--- src/rtl/pwmt_pkg.sv ---
package pwmt_pkg;
  localparam int CTRL_W    = 32;
  localparam int RES_W     = 5;
  localparam int FRAC_W    = 8;
  localparam int INT_W     = 10;
  localparam int CNT_W_MAX = 20;
  localparam int RES_LSB   = 0;
  localparam int FRAC_LSB  = RES_LSB + RES_W;
  localparam int INT_LSB   = FRAC_LSB + FRAC_W;
  localparam int PAUSE_BIT = INT_LSB + INT_W;
  localparam int HOLD_BIT  = PAUSE_BIT + 1;
  localparam int SRC_BIT   = HOLD_BIT + 1;
  localparam int CFG_W     = SRC_BIT + 1;
  localparam logic [CTRL_W-1:0] CTRL_RESET = 32'h0100_0000;

  typedef struct packed {
    logic              src_fast;
    logic              hold;
    logic              pause;
    logic [INT_W-1:0]  div_int;
    logic [FRAC_W-1:0] div_frac;
    logic [RES_W-1:0]  res;
  } tcfg_t;
endpackage

--- src/rtl/pwmt_ctrl_reg.sv ---
module pwmt_ctrl_reg
  import pwmt_pkg::*;
(
  input  logic              clk,
  input  logic              rst_n,
  input  logic              we,
  input  logic [CTRL_W-1:0] wdata,
  output logic [CTRL_W-1:0] rdata,
  output tcfg_t             cfg
);
  logic [CTRL_W-1:0] ctrl_q;

  always_ff @(posedge clk or negedge rst_n) begin
    if (!rst_n)  ctrl_q <= CTRL_RESET;
    else if (we) ctrl_q <= wdata;
  end

  assign rdata = ctrl_q;
  assign cfg   = tcfg_t'(ctrl_q[CFG_W-1:0]);
endmodule

--- src/rtl/pwmt_tick_sel.sv ---
module pwmt_tick_sel (
  input  logic src_fast,
  input  logic ref_strobe,
  output logic tick_en
);
  assign tick_en = src_fast | ref_strobe;
endmodule

--- src/rtl/pwmt_frac_div.sv ---
module pwmt_frac_div #(
  parameter int INT_W  = 10,
  parameter int FRAC_W = 8
) (
  input  logic              clk,
  input  logic              rst_n,
  input  logic              clear,
  input  logic              run,
  input  logic              tick_en,
  input  logic [INT_W-1:0]  div_int,
  input  logic [FRAC_W-1:0] div_frac,
  output logic              div_tick
);
  localparam int LEN_W = INT_W + 1;

  logic [LEN_W-1:0]  presc_q;
  logic [FRAC_W-1:0] acc_q;
  logic [FRAC_W:0]   sum;
  logic [INT_W-1:0]  int_eff;
  logic [LEN_W-1:0]  period_len;
  logic [LEN_W-1:0]  presc_inc;
  logic              advance;

  assign int_eff    = (div_int == '0) ? INT_W'(1) : div_int;
  assign sum        = {1'b0, acc_q} + {1'b0, div_frac};
  assign period_len = {1'b0, int_eff} + LEN_W'(sum[FRAC_W]);
  assign presc_inc  = presc_q + LEN_W'(1);
  assign advance    = !clear && run && tick_en;
  assign div_tick   = advance && (presc_inc >= period_len);

  always_ff @(posedge clk or negedge rst_n) begin
    if (!rst_n) begin
      presc_q <= '0;
      acc_q   <= '0;
    end else if (clear) begin
      presc_q <= '0;
      acc_q   <= '0;
    end else if (div_tick) begin
      presc_q <= '0;
      acc_q   <= sum[FRAC_W-1:0];
    end else if (advance) begin
      presc_q <= presc_inc;
    end
  end
endmodule

--- src/rtl/pwmt_counter.sv ---
module pwmt_counter #(
  parameter int CNT_W = 20,
  parameter int RES_W = 5
) (
  input  logic             clk,
  input  logic             rst_n,
  input  logic             clear,
  input  logic             step,
  input  logic [RES_W-1:0] res,
  output logic [CNT_W-1:0] count,
  output logic             wrap_pulse
);
  logic [RES_W-1:0] res_eff;
  logic [CNT_W-1:0] mask;
  logic [CNT_W-1:0] cnt_q;
  logic [CNT_W-1:0] live;
  logic             at_top;
  logic             wrap_q;

  assign res_eff = (res > RES_W'(CNT_W)) ? RES_W'(CNT_W) : res;

  for (genvar i = 0; i < CNT_W; i++) begin : g_mask
    assign mask[i] = (RES_W'(i) < res_eff);
  end

  assign live   = cnt_q & mask;
  assign at_top = (live == mask);

  always_ff @(posedge clk or negedge rst_n) begin
    if (!rst_n) begin
      cnt_q  <= '0;
      wrap_q <= 1'b0;
    end else if (clear) begin
      cnt_q  <= '0;
      wrap_q <= 1'b0;
    end else begin
      wrap_q <= step && at_top;
      if (step) cnt_q <= at_top ? '0 : live + CNT_W'(1);
      else      cnt_q <= live;
    end
  end

  assign count      = live;
  assign wrap_pulse = wrap_q;
endmodule

--- src/rtl/pwmt_base_timer.sv ---
module pwmt_base_timer
  import pwmt_pkg::*;
#(
  parameter int CNT_W = CNT_W_MAX
) (
  input  logic              clk,
  input  logic              rst_n,
  input  logic              cfg_we,
  input  logic [CTRL_W-1:0] cfg_wdata,
  output logic [CTRL_W-1:0] cfg_rdata,
  input  logic              ref_strobe,
  output logic [CNT_W-1:0]  cnt_value,
  output logic              ovf_pulse
);
  tcfg_t cfg;
  logic  tick_en;
  logic  div_tick;

  pwmt_ctrl_reg i_ctrl (
    .clk   (clk),
    .rst_n (rst_n),
    .we    (cfg_we),
    .wdata (cfg_wdata),
    .rdata (cfg_rdata),
    .cfg   (cfg)
  );

  pwmt_tick_sel i_tick (
    .src_fast   (cfg.src_fast),
    .ref_strobe (ref_strobe),
    .tick_en    (tick_en)
  );

  pwmt_frac_div #(.INT_W(INT_W), .FRAC_W(FRAC_W)) i_div (
    .clk      (clk),
    .rst_n    (rst_n),
    .clear    (cfg.hold),
    .run      (!cfg.pause),
    .tick_en  (tick_en),
    .div_int  (cfg.div_int),
    .div_frac (cfg.div_frac),
    .div_tick (div_tick)
  );

  pwmt_counter #(.CNT_W(CNT_W), .RES_W(RES_W)) i_cnt (
    .clk        (clk),
    .rst_n      (rst_n),
    .clear      (cfg.hold),
    .step       (div_tick),
    .res        (cfg.res),
    .count      (cnt_value),
    .wrap_pulse (ovf_pulse)
  );
endmodule

--- config.mk ---
export PLATFORM = sky130hd
export DESIGN_NAME = pwmt_base_timer
export DESIGN_NICKNAME = d
export VERILOG_FILES = /design/src/rtl/pwmt_pkg.sv /design/src/rtl/pwmt_ctrl_reg.sv /design/src/rtl/pwmt_tick_sel.sv /design/src/rtl/pwmt_frac_div.sv /design/src/rtl/pwmt_counter.sv /design/src/rtl/pwmt_base_timer.sv
export SDC_FILE = /design/constraint.sdc
export NUM_CORES = 1
export LEC_CHECK = 0
export BUFFER_PORTS_ARGS = -buffer_cell sky130_fd_sc_hd__buf_2
export CAP_MARGIN = 20
export CORE_MARGIN = 2
export CORE_UTILIZATION = 40
export CTS_CLUSTER_DIAMETER = 80
export DETAILED_ROUTE_END_ITERATION = 12
export GPL_ROUTABILITY_DRIVEN = 0
export GPL_TIMING_DRIVEN = 0
export HOLD_SLACK_MARGIN = 0.15
export PLACE_DENSITY = 0.72
export SLEW_MARGIN = 0
export SYNTH_ARGS = -nofsm -noshare
export SYNTH_HDL_FRONTEND = slang
export SYNTH_SLANG_ARGS = --single-unit
--- constraint.sdc ---
create_clock -name clk -period 5.1 [get_ports clk]
set_input_delay 0.765 -clock clk [delete_from_list [all_inputs] [get_ports clk]]
set_output_delay 0.765 -clock clk [all_outputs]
set_load 0.02 [all_outputs]
==> results.ini, run 1 <==
[run_status]
status = completed

[drt]
drtAntennaViolNets = 0
drt_wl_total_mm = 12.8
wl_per_cell_um = 17.3
dr.pass1.iters = 5
drt_first_iter_violations = 337
routed_via_density = 5.80
drc = 0
vias = 4290

[placement]
numPortBuffers = 87
place_inst = 723
dpl_cell_area_um2 = 5280
dpl.hpwl_mm = 9.52

[cells_and_area]
final_area_um2 = 5590
antenna_cells = 0
final_cell_mix = buf_2, dfrtp_1, nand2_1
postLayoutCoreUtil_pct = 49.2
nets = 653
synthToLayoutAreaGrowth_pct = 20.6
drive_gt1_share_pct = 29.8
final_common_cell = buf_2
final_cells = 740

[grt]
grt_max_degree = 64
grt_pass1_wl_mm = 20.8
grt.overflow.total = 0
grt_pass1_vias = 4319
grtUsageTotal_pct = 20.6
antenna_found_initial = 0

[yosys]
ys_warn_count = 0
ys_ff_latch = 72
synth_nets = 552
synth_edf_count = 0
synthFlopType = dfrtp_1
postSynthCellCount = 492
async_reset_ff_share_pct = 100
synth_area_um2 = 4640
syn_area_per_cell_um2 = 9.42
synthDistinctLibCells = 70
ys_seq_area_share_pct = 38.9

[timing]
slew_headroom_pct = 46.8
fin_skew_ns = 0.00818
fmax_mhz = 211
hold_ws_ns = 0.262
fin_setup_tns_ns = 0
finalCritPeriodShare_pct = 92.9
rsz0062_at_grt = false
finalSetupViolCount = 0
final.min_clock_period_ns = 4.74
worst_slew_pin_slew_ns = 0.790
slew_viol_final = 0
hold_viol = 0

[power]
ir_drop_mv = 0.224
powerDensity_nw_per_um2 = 275
p_leak_nw = 2.60

[floorplanning]
row_count = 39
core_area_um2 = 11400
start_util_pct = 40.8
dieArea_um2 = 12500
io_pins = 89
die_y_um = 112
die_x_um = 112

[min_path]
holdCritPathClass = input port to async pin

[critical_path]
path_max_fanout = 10
critPathCaptureType = register
worstPathRequired_ns = 5.35
cp.arrival_ns = 4.99
crit_type = register to register
startpoint_type = register

[clock_tree]
clock-sinks = 72
cts_htree_levels = 3
cts_buffers = 9
cts_tree = built
clkLatencyLatePin_ns = 0.34
cts-root-buf = clkbuf_16
clk_pin_slew_ns = 0.06
clk_path_buf_depth = 2

[flow_run]
drv_cap = 0

## kinds of logic after synthesis
| family | after synthesis | synth area share [%] |
|---|---|---|
| muxes | 29 | 7.04 |
| AOI/OAI and AO/OA | 104 | 15.5 |
| DFF | 72 | 38.9 |
| and+or+nand+nor | 194 | 22.1 |
| adders and majority gates | 24 | 6.64 |
| buffers and inverters | 46 | 5.48 |
| xor gates and xnor gates | 23 | 4.35 |
## routing by layer
metal  track usage (%)  vias up  wire [um]
li1                  -     1989          -
met5                 0        -          0
met2              33.2      194       6030
met4              9.05        0        433
met3              4.46       46        947
met1              26.8     2061       5410
## through the flow
step	total power (W)	worst slack, ns
6_report	0.00154	0.361
5_1_grt	0.00161	0.0177
4_1_cts	0.00154	0.0653
3_5_place_dp	0.000972	0.00432
3_3_place_gp	0.000957	0.281
2_1_floorplan	0.000857	0.845
## layout make-up
class	instances	area (um^2)
sequential	72	1800
clock inverter	5	25.0
fill	1042	5780
timing repair buffer	90	480
multi-input combinational	374	2610
inverter	19	71.3
tap	143	179
buffer	27	194
clock buffer	10	229
## cells in the mapped netlist (3+ instances only)
| cell | count | share of area [%] |
|---|---|---|
| mux2_2 | 29 | 7.0 |
| nor2_1 | 31 | 2.5 |
| buf_4 | 3 | 0.49 |
| nor4_1 | 4 | 0.54 |
| nand4_1 | 10 | 1.3 |
| o2111ai_1 | 3 | 0.57 |
| o22ai_1 | 5 | 0.67 |
| o211ai_1 | 4 | 0.65 |
| nand2_1 | 49 | 4.0 |
| and3_1 | 9 | 1.2 |
| o31ai_1 | 6 | 0.97 |
| a31oi_1 | 6 | 0.81 |
| inv_1 | 18 | 1.5 |
| a21boi_0 | 3 | 0.49 |
| a211oi_1 | 5 | 0.81 |
| ha_1 | 23 | 6.2 |
| o21ai_0 | 29 | 3.1 |
| nor2b_1 | 5 | 0.67 |
| nand2b_1 | 5 | 0.67 |
| xnor2_1 | 11 | 2.1 |
| clkbuf_8 | 5 | 1.5 |
| o311a_1 | 4 | 0.86 |
| nor3_1 | 8 | 0.86 |
| buf_2 | 4 | 0.43 |
| and2_1 | 4 | 0.54 |
| xor2_1 | 12 | 2.3 |
| a21oi_1 | 13 | 1.4 |
| nand3_1 | 45 | 4.9 |
| dfrtp_1 | 71 | 38 |
| clkbuf_1 | 11 | 0.89 |
| o21a_1 | 6 | 0.97 |
| a31o_2 | 3 | 0.57 |
## sequential cells by signal (all words and copies together) (netlist names)
name and cells:
i_div.presc_q 11, i_cnt.wrap_pulse 1, i_ctrl.rdata 32, i_cnt.cnt_q 20, i_div.acc_q 8
## critical path, stage by stage (launching register included)
cell and delay [ns]:
dfrtp_1 0.39, ha_1 0.22, inv_1 0.07, fa_1 0.20, nor2b_1 0.05, o21ai_0 0.17
nand2b_1 0.13, a211oi_1 0.29, nor2_1 0.08, o21ai_0 0.18, nand2b_1 0.10, ha_1 0.24
ha_1 0.22, and2_1 0.17, nand2_1 0.09, xor2_1 0.18, ha_1 0.28, a211oi_1 0.27
o211ai_1 0.16, o2111ai_2 0.28, o21a_1 0.18, buf_4 0.20, clkbuf_4 0.24, nand2_1 0.08
o211ai_1 0.17
## where the power goes
part	total [W]	switching, W	internal [W]	leakage [nW]
sequential	0.000657	0.0000490	0.000608	0.930
clock	0.000569	0.000246	0.000322	0.132
combinational	0.000311	0.000187	0.000124	1.54
## final timing paths
kind / from / to / slack [ns] / cells after the start
max: i_ctrl.rdata[5] / i_cnt.cnt_q[3] / 0.36 / 24
min: rst_n / i_ctrl.rdata[1] / 0.26 / 1
max reg2reg: i_ctrl.rdata[5] / i_cnt.cnt_q[3] / 0.36 / 24
min reg2reg: i_ctrl.rdata[26] / i_ctrl.rdata[26] / 0.51 / 1
max in group asynchronous: rst_n / i_ctrl.rdata[24] / 4.25 / 2
min in group clk: i_ctrl.rdata[26] / i_ctrl.rdata[26] / 0.51 / 1
## repair_timing
action | in CTS | in global routing
hold buffers | 0 | 0
buffers inserted | 0 | 2
resized for setup | 1 | 15
endpoints found under the setup margin | 1 | 35
pin swaps | 0 | 1
No activity file was read; power rests on OpenSTA's default activity.
==> run 2: changes to the inputs <==
--- a/config.mk
+++ b/config.mk
@@ -12,9 +12,10 @@
 export CTS_CLUSTER_DIAMETER = 80
 export DETAILED_ROUTE_END_ITERATION = 12
 export GPL_ROUTABILITY_DRIVEN = 0
-export GPL_TIMING_DRIVEN = 0
+export GPL_TIMING_DRIVEN = 1
 export HOLD_SLACK_MARGIN = 0.15
 export PLACE_DENSITY = 0.72
+export REMOVE_ABC_BUFFERS = 1
 export SLEW_MARGIN = 0
 export SYNTH_ARGS = -nofsm -noshare
 export SYNTH_HDL_FRONTEND = slang
==> results.ini, run 2 (synthesis gave the netlist of run 1 again) <==
[critical_path]
cp.arrival_ns = 4.90  ; was 4.99 ns
reg2regPathDepth = 24  ; unchanged
rrSetupSlack_ns = 0.45  ; was 0.36 ns
path_max_fanout = 23  ; was 10
worst_r2r_endpoint = i_cnt.cnt_q[12]  ; was i_cnt.cnt_q[3]
worstPathRequired_ns = 5.35  ; about the same
critPathCaptureType = register  ; unchanged
crit_type = register to register  ; unchanged
startpoint_type = register  ; unchanged
r2r-start = i_ctrl.rdata[5]  ; unchanged

[clock_tree]
clk_path_buf_depth = 2  ; unchanged
clkLatencyLatePin_ns = 0.34  ; about the same
cts_resized = 0  ; was 1
clock-sinks = 72  ; unchanged
cts_buffers = 9  ; unchanged
cts_setup_buffers = 0  ; unchanged
ctsHoldBuffers = 0  ; unchanged
cts-root-buf = clkbuf_16  ; unchanged
cts_tree = built  ; unchanged
cts_htree_levels = 3  ; unchanged
clk_pin_slew_ns = 0.06  ; about the same

[grt]
top_usage_layer = met2  ; unchanged
grt_max_degree = 44  ; was 64
grtUsageTotal_pct = 19.4  ; was 20.6%
grt_pass1_vias = 4174  ; was 4319
grt_util_met2_pct = 31.6  ; was 33.2%
grt.overflow.total = 0  ; unchanged
use_met1_pct = 25.2  ; was 26.8%
grt_util_met3_pct = 4.35  ; was 4.46%
antenna_found_initial = 0  ; unchanged
grt_pass1_wl_mm = 20.0  ; was 20.8 mm

[drt]
drtAntennaViolNets = 0  ; unchanged
drc = 0  ; unchanged
drt_wl_total_mm = 11.8  ; was 12.8 mm
dr.pass1.iters = 7  ; was 5
routed_via_density = 5.78  ; was 5.80
wl_per_cell_um = 16.5  ; was 17.3 um
drt_first_iter_violations = 248  ; was 337
vias = 4138  ; was 4290

[cells_and_area]
nets = 628  ; was 653
largest_reg_flops = 32  ; unchanged
drive_gt1_share_pct = 27.9  ; was 29.8%
nFillCells = 1080  ; was 1042
postLayoutCoreUtil_pct = 48.0  ; was 49.2%
final_common_cell = buf_2  ; unchanged
antenna_cells = 0  ; unchanged
final_cell_mix = buf_2, dfrtp_1, nand2_1  ; unchanged
synthToLayoutAreaGrowth_pct = 17.6  ; was 20.6%

[power]
p_leak_nw = 2.53  ; was 2.60 nW
powerDensity_nw_per_um2 = 303  ; was 275 nW/um^2
ir_drop_mv = 0.205  ; was 0.224 mV

[timing]
worst_slew_pin_slew_ns = 0.995  ; was 0.790 ns
fin_setup_tns_ns = 0  ; unchanged
fmax_mhz = 215  ; was 211 MHz
slew_viol_final = 0  ; unchanged
final.min_clock_period_ns = 4.65  ; was 4.74 ns
slew_headroom_pct = 33.6  ; was 46.8%
finalCritPeriodShare_pct = 91.2  ; was 92.9%
hold_viol = 0  ; unchanged
finalWorstSetupSlack_ns = 0.447  ; was 0.361 ns
fin_skew_ns = 0.00934  ; was 0.00818 ns
finalSetupViolCount = 0  ; unchanged
rsz0062_at_grt = false  ; unchanged

[placement]
dpl.hpwl_mm = 8.57  ; was 9.52 mm
numPortBuffers = 88  ; was 87
place_ws_ns = 0.498  ; was 0.00432 ns

[floorplanning]
die_y_um = 112  ; unchanged
die_x_um = 112  ; unchanged
row_count = 39  ; unchanged
dieArea_um2 = 12500  ; unchanged
core_area_um2 = 11400  ; unchanged
io_pins = 89  ; unchanged
start_util_pct = 40.8  ; unchanged

[run_status]
status = completed  ; unchanged

[flow_run]
drv_cap = 0  ; unchanged

[min_path]
holdCritPathClass = input port to async pin  ; unchanged

run 2: changes by cell type in the layout (fill, tap and decap cells not counted), moves of 2 or more:
cell and change:
clkbuf_1 -10, clkinv_2 -5, buf_4 -4, clkbuf_8 -3
buf_6 -2, bufinv_16 +2, clkbuf_4 -2, inv_6 +2
run 2: critical path: stages (launching register included):
cell	delay, ns
dfrtp_1	0.39
ha_1	0.22
inv_1	0.07
fa_1	0.19
nor2b_1	0.05
o21ai_0	0.14
nand2b_1	0.14
a211oi_1	0.25
nor2_1	0.08
o21ai_0	0.16
nand2b_1	0.08
ha_1	0.23
ha_1	0.23
and2_1	0.17
nand2_1	0.08
xor2_1	0.15
ha_1	0.27
a211oi_1	0.25
o211ai_1	0.14
o2111ai_1	0.28
o21ai_1	0.11
buf_4	0.22
nor2_1	0.38
a31oi_1	0.07
o21ai_0	0.20
run 2: layout make-up:
| cell class | instances | area (um^2) | area share [%] |
|---|---|---|---|
| tap | 143 | 179 | 3.28 |
| inverter | 19 | 71.3 | 1.31 |
| sequential | 72 | 1800 | 33.1 |
| clock inverter | 5 | 85.1 | 1.56 |
| timing repair buffer | 92 | 483 | 8.86 |
| multi-input combinational | 374 | 2580 | 47.3 |
| clock buffer | 11 | 253 | 4.64 |
run 2: worst max path at each step:
stage                    startpoint         endpoint
floorplan           i_ctrl.rdata[5]  i_cnt.cnt_q[17]
global placement    i_ctrl.rdata[5]  i_cnt.cnt_q[16]
detailed placement  i_ctrl.rdata[5]  i_cnt.cnt_q[17]
CTS                 i_ctrl.rdata[5]  i_cnt.cnt_q[17]
global route        i_ctrl.rdata[5]  i_cnt.cnt_q[14]
finish              i_ctrl.rdata[5]  i_cnt.cnt_q[12]
run 2: routing by layer:
metal  up-vias  share of wire (%)
met5         -                  0
met4         0                1.8
met3        21                7.2
met2       186                 48
met1      1989                 43
li1       1942                  -
run 2: per-stage QoR:
stage               power [W]  cells  area [um^2]  hold slack [ns]
floorplan            0.000837    465         4450            0.469
global placement     0.000940    700         5110            0.485
detailed placement   0.000953    700         5110            0.495
CTS                   0.00167    716         5450            0.471
global route          0.00172    716         5450            0.522
finish                0.00165    716         5450            0.459
run 2: where the power goes:
part | switching, W | internal (W)
logic | 0.000166 | 0.000110
clock network | 0.000251 | 0.000458
registers | 0.0000630 | 0.000607
